File: src/rtl/sysmgmt_base_pkg.sv
package sysmgmt_base_pkg;

  // Phases of one management-mode visit
  typedef enum logic [1:0] {
    ST_IDLE    = 2'd0,
    ST_SAVE    = 2'd1,
    ST_HANDLER = 2'd2,
    ST_RESTORE = 2'd3
  } phase_t;

  // Strobes from the controller into the address datapath
  typedef struct packed {
    logic latchMode;
    logic loadBase;
  } dpStrobe_t;

endpackage

File: src/rtl/sysmgmt_base_dp.sv
module sysmgmt_base_dp
  import sysmgmt_base_pkg::*;
#(
  parameter int unsigned ADDR_W      = 32,
  parameter logic [31:0] RESET_BASE  = 32'h0003_0000,
  parameter int unsigned ENTRY_OFS   = 32'h8000,
  parameter int unsigned SLOT_OFS    = 32'hFEF8,
  parameter int unsigned TOP_OFS     = 32'hFFFF,
  parameter int unsigned NARROW_SIZE = 32'h200,
  parameter int unsigned WIDE_SIZE   = 32'h400
) (
  input  logic              clk,
  input  logic              rstN,
  input  dpStrobe_t         strobe,
  input  logic              modeIn,
  input  logic [ADDR_W-1:0] rdData,
  output logic [ADDR_W-1:0] baseQ,
  output logic [ADDR_W-1:0] entryAddr,
  output logic [ADDR_W-1:0] slotAddr,
  output logic [ADDR_W-1:0] saveLo,
  output logic [ADDR_W-1:0] saveHi
);

  localparam logic [ADDR_W-1:0] ENTRY_K  = ADDR_W'(ENTRY_OFS);
  localparam logic [ADDR_W-1:0] SLOT_K   = ADDR_W'(SLOT_OFS);
  localparam logic [ADDR_W-1:0] TOP_K    = ADDR_W'(TOP_OFS);
  localparam logic [ADDR_W-1:0] NARROW_K = ADDR_W'(TOP_OFS + 1 - NARROW_SIZE);
  localparam logic [ADDR_W-1:0] WIDE_K   = ADDR_W'(TOP_OFS + 1 - WIDE_SIZE);

  logic wideQ;

  always_ff @(posedge clk or negedge rstN) begin
    if (!rstN) begin
      baseQ <= ADDR_W'(RESET_BASE);
      wideQ <= 1'b0;
    end else begin
      if (strobe.loadBase)  baseQ <= rdData;
      if (strobe.latchMode) wideQ <= modeIn;
    end
  end

  // All sums wrap modulo 2^ADDR_W
  always_comb begin
    entryAddr = baseQ + ENTRY_K;
    slotAddr  = baseQ + SLOT_K;
    saveHi    = baseQ + TOP_K;
    saveLo    = baseQ + (wideQ ? WIDE_K : NARROW_K);
  end


  base_reload_chk: assert property (@(posedge clk) disable iff (!rstN)
    strobe.loadBase |=> baseQ == $past(rdData));


  save_bound_hold_chk: assert property (@(posedge clk) disable iff (!rstN)
    !strobe.latchMode && !strobe.loadBase |=> $stable(saveLo) && $stable(saveHi));

endmodule

File: src/rtl/sysmgmt_base_ctrl.sv
module sysmgmt_base_ctrl
  import sysmgmt_base_pkg::*;
(
  input  logic      clk,
  input  logic      rstN,
  input  logic      smiReq,
  input  logic      rsmReq,
  input  logic      memAck,
  output dpStrobe_t strobe,
  output logic      memReq,
  output logic      memWe,
  output logic      inSmm,
  output logic      entryValid,
  output logic      saveDone
);

  phase_t phase, phaseNx;
  logic   doneQ;

  always_comb begin
    phaseNx = phase;
    unique case (phase)
      ST_IDLE:    if (smiReq) phaseNx = ST_SAVE;
      ST_SAVE:    if (memAck) phaseNx = ST_HANDLER;
      ST_HANDLER: if (rsmReq) phaseNx = ST_RESTORE;
      ST_RESTORE: if (memAck) phaseNx = ST_IDLE;
      default:                phaseNx = ST_IDLE;
    endcase
  end

  always_ff @(posedge clk or negedge rstN) begin
    if (!rstN) begin
      phase <= ST_IDLE;
      doneQ <= 1'b0;
    end else begin
      phase <= phaseNx;
      doneQ <= (phase == ST_SAVE) && memAck;
    end
  end

  always_comb begin
    strobe.latchMode = (phase == ST_IDLE) && smiReq;
    strobe.loadBase  = (phase == ST_RESTORE) && memAck;
    memReq           = (phase == ST_SAVE) || (phase == ST_RESTORE);
    memWe            = (phase == ST_SAVE);
    inSmm            = (phase != ST_IDLE);
    entryValid       = (phase == ST_HANDLER);
    saveDone         = doneQ;
  end


  req_hold_chk: assert property (@(posedge clk) disable iff (!rstN)
    memReq && !memAck |=> memReq && $stable(memWe));


  done_with_entry_chk: assert property (@(posedge clk) disable iff (!rstN)
    saveDone |-> entryValid);


  entry_after_save_chk: assert property (@(posedge clk) disable iff (!rstN)
    $rose(entryValid) |-> saveDone);


  done_pulse_chk: assert property (@(posedge clk) disable iff (!rstN)
    saveDone |=> !saveDone);


  handler_stays_chk: assert property (@(posedge clk) disable iff (!rstN)
    entryValid && !rsmReq |=> entryValid && !memReq);


  idle_quiet_chk: assert property (@(posedge clk) disable iff (!rstN)
    !inSmm && !smiReq |=> !memReq && !inSmm);


  exit_after_read_chk: assert property (@(posedge clk) disable iff (!rstN)
    memReq && !memWe && memAck |=> !inSmm);

endmodule

File: src/rtl/sysmgmt_base_unit.sv
module sysmgmt_base_unit
  import sysmgmt_base_pkg::*;
#(
  parameter logic [31:0] RESET_BASE = 32'h0003_0000
) (
  input  logic        clk,
  input  logic        rstN,
  input  logic        smiReq,
  input  logic        rsmReq,
  input  logic        wideMode,
  output logic        memReq,
  output logic        memWe,
  output logic [31:0] memAddr,
  output logic [31:0] memWdata,
  input  logic        memAck,
  input  logic [31:0] memRdata,
  output logic        inSmm,
  output logic        entryValid,
  output logic        saveDone,
  output logic [31:0] entryAddr,
  output logic [31:0] saveLo,
  output logic [31:0] saveHi,
  output logic [31:0] baseOut
);

  dpStrobe_t strobe;

  sysmgmt_base_ctrl u_ctrl (
    .clk        (clk),
    .rstN       (rstN),
    .smiReq     (smiReq),
    .rsmReq     (rsmReq),
    .memAck     (memAck),
    .strobe     (strobe),
    .memReq     (memReq),
    .memWe      (memWe),
    .inSmm      (inSmm),
    .entryValid (entryValid),
    .saveDone   (saveDone)
  );

  sysmgmt_base_dp #(
    .ADDR_W     (32),
    .RESET_BASE (RESET_BASE)
  ) u_dp (
    .clk       (clk),
    .rstN      (rstN),
    .strobe    (strobe),
    .modeIn    (wideMode),
    .rdData    (memRdata),
    .baseQ     (baseOut),
    .entryAddr (entryAddr),
    .slotAddr  (memAddr),
    .saveLo    (saveLo),
    .saveHi    (saveHi)
  );

  assign memWdata = baseOut;


  addr_data_hold_chk: assert property (@(posedge clk) disable iff (!rstN)
    memReq && !memAck |=> $stable(memAddr) && $stable(memWdata));

endmodule

File: config.mk
export PLATFORM = sky130hd
export DESIGN_NAME = sysmgmt_base_unit
export DESIGN_NICKNAME = d
export VERILOG_FILES = /design/src/rtl/sysmgmt_base_pkg.sv /design/src/rtl/sysmgmt_base_dp.sv /design/src/rtl/sysmgmt_base_ctrl.sv /design/src/rtl/sysmgmt_base_unit.sv
export SDC_FILE = /design/constraint.sdc
export NUM_CORES = 1
export LEC_CHECK = 0
export BUFFER_PORTS_ARGS = -buffer_cell sky130_fd_sc_hd__buf_2
export CAP_MARGIN = 10
export CORE_MARGIN = 2
export CORE_UTILIZATION = 44
export DETAILED_ROUTE_END_ITERATION = 10
export PLACE_DENSITY = 0.85
export SKIP_CTS_REPAIR_TIMING = 1
export SYNTH_ARGS = -nofsm -noshare
export SYNTH_HDL_FRONTEND = slang
export SYNTH_SLANG_ARGS = --single-unit
File: constraint.sdc
create_clock -name clk -period 3.6 [get_ports clk]
set_clock_uncertainty 0.15 [all_clocks]
set_input_delay 0.72 -clock clk [delete_from_list [all_inputs] [get_ports clk]]
set_output_delay 0.72 -clock clk [all_outputs]
set_load 0.01 [all_outputs]
Word-level counts from Yosys, hierarchy flattened
Cells that the tools add are included.
Operators by class
  reduce and logical (&&, ||, !) cells: 7
  $add $sub $neg: 4
  equality and inequality tests: 7
  muxes and demuxes: 6
Operator list (number)
  32-bit by 16-bit adder with 32-bit output (second input constant): 3
  32-bit adder: 1
  10-bit 2-to-1 mux: 1
  2-bit 2-to-1 mux: 4
  2-bit case mux with 4 select lines: 1
  2-bit inequality test (second input constant): 3
  2-bit == test (second input constant): 2
  4-bit AND reduction: 1
  1-bit logical AND: 3
  2-bit by 1-bit == test with 1-bit output (second input constant): 1
  2-bit logical NOT: 1
  2-bit by 1-bit inequality test with 1-bit output (second input constant): 1
  2-bit nonzero test: 1
  1-bit logical OR: 1
Word-level totals
  input port bits: 38
  bits in registers: 36
  word-level logic and storage cells: 28

Logic depth before layout (Yosys ltp)
  depth after elaboration: 3
  depth in mapped cells: 8
  mapped depth without buffers: 7

Hierarchy
A second synthesis with hierarchy kept.
Unflattened totals
  cell total of the unflattened synthesis: 455
  area total of the unflattened synthesis: 3786.1 um^2
By module, submodules not included
  sysmgmt_base_dp: instances 1, cells each 402, area an instance 3316.9 um^2
  sysmgmt_base_unit: instances 1, cells each 32, area an instance 240.2 um^2
  sysmgmt_base_ctrl: instances 1, cells each 21, area an instance 229.0 um^2

Least setup slack after synthesis
Ideal clock, no wire load.
  path type: register to output
  start: reg u_dp.baseQ[3]
  end: out memAddr[29]
  path slack: 479 ps
  path buffers: 0
  stages on the path, launching flop included: 7
  arrival time: 2251 ps
  path through: dfrtp_1 > inv_1 > ha_1 > or4b_2 > a211oi_2 > nor3b_1 > xnor2_1
On the way
  longest elaborated chain between the ends: 1
RTL lines
  from (decl): RTL line sysmgmt_base_dp.sv:17  | output logic [ADDR_W-1:0] baseQ,
  from (signal assigned): RTL line sysmgmt_base_dp.sv:34  | baseQ <= ADDR_W'(RESET_BASE);
  from (signal assigned): RTL line sysmgmt_base_dp.sv:37  | if (strobe.loadBase) baseQ <= rdData;
  32-bit by 16-bit adder with 32-bit output: RTL line sysmgmt_base_dp.sv:45  | slotAddr = baseQ + SLOT_K;
  to (decl): RTL line sysmgmt_base_unit.sv:13  | output logic [31:0] memAddr,
Every way passes these cells.

Worst setup path in the final report
  start: reg u_dp.baseQ[16]
  end: out saveHi[24]
On the way
  longest elaborated chain between the ends: 1
RTL lines
  32-bit by 16-bit adder with 32-bit output: RTL line sysmgmt_base_dp.sv:46  | saveHi = baseQ + TOP_K;
  to (decl): RTL line sysmgmt_base_unit.sv:22  | output logic [31:0] saveHi,
Every way passes these cells.

==> out/metrics.yaml <==
hold_viol: 0
clk_pin_slew_ps: 80
nets: 660
synth_top_family_by_area: "XOR/XNOR gates"
ios: 235
detailedRoute.firstIterationViolations: 146
syn_inst: 448
maxCapViolCount: 0
fin_crit_ps: 3470
fin_setup_tns_ps: 0
dr.pass1.iters: 7
syn_avg_cell_area_um2: 8.44
ys_top_cells_by_count: "67 x xnor2_1, 59 x buf_4, 34 x dfrtp_1, 34 x mux2_2, 30 x nor2_1"
yosys-mux-area-fraction_pct: 10.1
yosysMostFrequentCell: "xnor2_1"
ys_async_sr_fraction_pct: 100
final_cells: 716
clk_root_buffer_cell: "clkbuf_8"
drive_gt1_share_pct: 50.1
fin_crit_sh_pct: 96.4
num_vias: 3833
antenna_left: 0
yosysSeqAreaShare_pct: 23.9
crit_fanout: 14
power_switching_mw: 2.90
arrival_ps: 2600
finalPower_mw: 5.45
slowest_stage: "dfstp_4"
path_cells: "nand4_1 > nor3_1 > o21ai_0 > xnor2_1 > buf_2"
antenna_found_initial: 0
cts_buffer_depth: 2
grtUsageTotal_pct: 24.8
grt_first_pass_wirelength_um: 19000
p_per_area_mw_per_mm2: 1150
syn_area_mm2: 0.00378
wl_per_cell_um: 17.1
rsz0062_at_grt: "true"
crit_type: "reg -> out"
dpl.cell_count: 707
antennaDiodeCount: 0
tritoncts: "yes"
p_seq_share_pct: 22.1
swShare_pct: 53.3
dpl.hpwl_um: 9400
initial_core_util_pct: 45.8
htree_levels: 2
cp.required_ps: 2730
p_comb_share_pct: 72.2
syn_to_final_growth_pct: 25.7
dieArea_mm2: 0.00935
stdcell_area_mm2: 0.00475
grt_max_degree: 37
peakVddDrop_v: 0.000534
synthAdderAreaFrac_pct: 3.97
synthTopCellsByArea: "dfrtp_1 23%, xnor2_1 16%, buf_4 12%, mux2_2 10%, xor2_1 5.1%"
p_int_mw: 2.54
place_area_mm2: 0.00461
p_leak_nw: 2.30
hold_class: "reg -> reg"
ys_types: 42
port_buffers: 234
synth_top_area_share_pct: 22.5
core_mm2: 0.00826
setup-violations-final: 0
grt_pass1_vias: 3786
yosys_warnings: 0
status: "finished, final reports clean"
synth_edf_count: 0
relSlewSlack_pct: 41.9
fmax_mhz: 288
worst_pin_slew_ps: 871
die_w_um: 96.7
wl_um: 12200
numCtsBuffers: 5
via_per_inst: 5.35
ys.flop_type: "dfrtp_1"
start_kind: "register"
cp-end-kind: "output port"
p_clk_share_pct: 5.7
drv_slew: 0
insertion_delay_ps: 280
holdWs_ps: 361
synthXorXnorAreaFrac_pct: 20.6
critical-path-max-stage-delay_ps: 730
synth.largest_area_cell: "dfrtp_1"
synth_compound_area_share_pct: 8.24
global_route.overflow_total: 0
synth_seq_cells: 36
place_congestion: 0.929
synth-simple-area-share_pct: 15.7
clock-sinks: 36
die_h_um: 96.7
syn_nets: 498
remaining_drc_errors: 0
rows: 33
==> layout by cell type (no fill, tap or decap), types with 2 or more instances in the layout <==
cell / instances
nand3_1: 7
inv_1: 18
dfrtp_1: 34
or2_2: 3
ha_1: 12
xnor2_1: 67
nand4_1: 9
nor3_1: 12
nor4_1: 6
xor2_1: 22
a21oi_1: 3
o211ai_1: 7
o31ai_1: 6
or3_1: 2
nor4_2: 2
clkbuf_1: 2
and4_1: 2
or4_1: 3
buf_2: 234
o21ai_0: 19
nor2_1: 30
and3_1: 2
and2_1: 4
mux2_2: 34
a211oi_1: 2
nand2_1: 24
o311ai_0: 2
clkbuf_8: 6
nor3b_1: 2
buf_4: 16
inv_2: 2
==> through the flow <==
step / setup WS, ps / util [%]
6_report: 131 / 57.5
3_5_place_dp: 151 / 55.8
2_1_floorplan: 479 / -
5_1_grt: -31.8 / 57.5
4_1_cts: -176 / 56.9
3_3_place_gp: 318 / 55.8
==> state kept, by name, indices dropped and copies added (netlist names) <==
register         flops
u_dp.baseQ          32
u_ctrl.phase         2
u_dp.wideQ           1
u_ctrl.saveDone      1
==> critical path, delay by kind of cell (launching register included) <==
family          cells  cell delay [ps]
simple gates        2              910
flops               1              730
buf+inv             1              160
xor+xnor            1              240
compound gates      1              270
==> cell type report <==
| type | count | area [µm²] |
|---|---|---|
| inverter | 20 | 75.1 |
| timing repair buffer | 250 | 1290 |
| clock buffer | 8 | 90.1 |
| multi-input combinational | 297 | 2250 |
| tap | 105 | 131 |
| sequential | 36 | 907 |
| fill | 748 | 3510 |
==> kinds of logic after synthesis <==
group	count (synthesis)
compound gates	47
xor+xnor	89
fa+ha+maj	12
buf+inv	115
flops	36
mux	34
simple gates	115
==> final timing paths <==
check | cells after the start | startpoint | slack [ps] | endpoint
max in group asynchronous | 1 | rstN | 2360 | u_ctrl.saveDone$_DFF_PN0_
min in group asynchronous | 1 | rstN | 400 | u_dp.baseQ[0]$_DFFE_PN0P_
worst max register to register | 4 | u_ctrl.phase[0]$_DFFE_PN0P_ | 1800 | u_dp.baseQ[27]$_DFFE_PN0P_
worst max-delay path | 5 | u_dp.baseQ[16]$_DFFE_PN1P_ | 130 | saveHi[24]
worst min register to register | 1 | u_dp.wideQ$_DFFE_PN0P_ | 360 | u_dp.wideQ$_DFFE_PN0P_
worst min-delay path | 1 | u_dp.wideQ$_DFFE_PN0P_ | 360 | u_dp.wideQ$_DFFE_PN0P_
==> power by group through the flow <==
stage / clock, mW / combinational [mW] / sequential (mW)
floorplan: 0 / 2.85 / 0.937
global placement: 0 / 3.86 / 1.15
detailed placement: 0 / 3.92 / 1.18
CTS: 0.322 / 3.94 / 1.17
global route: 0.338 / 4.24 / 1.25
finish: 0.308 / 3.93 / 1.20
==> per-layer routing <==
metal	wire length, µm	track usage (%)	up-vias	share of wire (%)
li1	-	-	1765	-
met1	4670	28.8	1835	38
met2	6390	45.3	212	52
met3	941	4.34	21	7.7
met4	249	9.32	0	2.0
met5	0	0	-	0
Note: power is estimated with default switching activity, not from simulation.
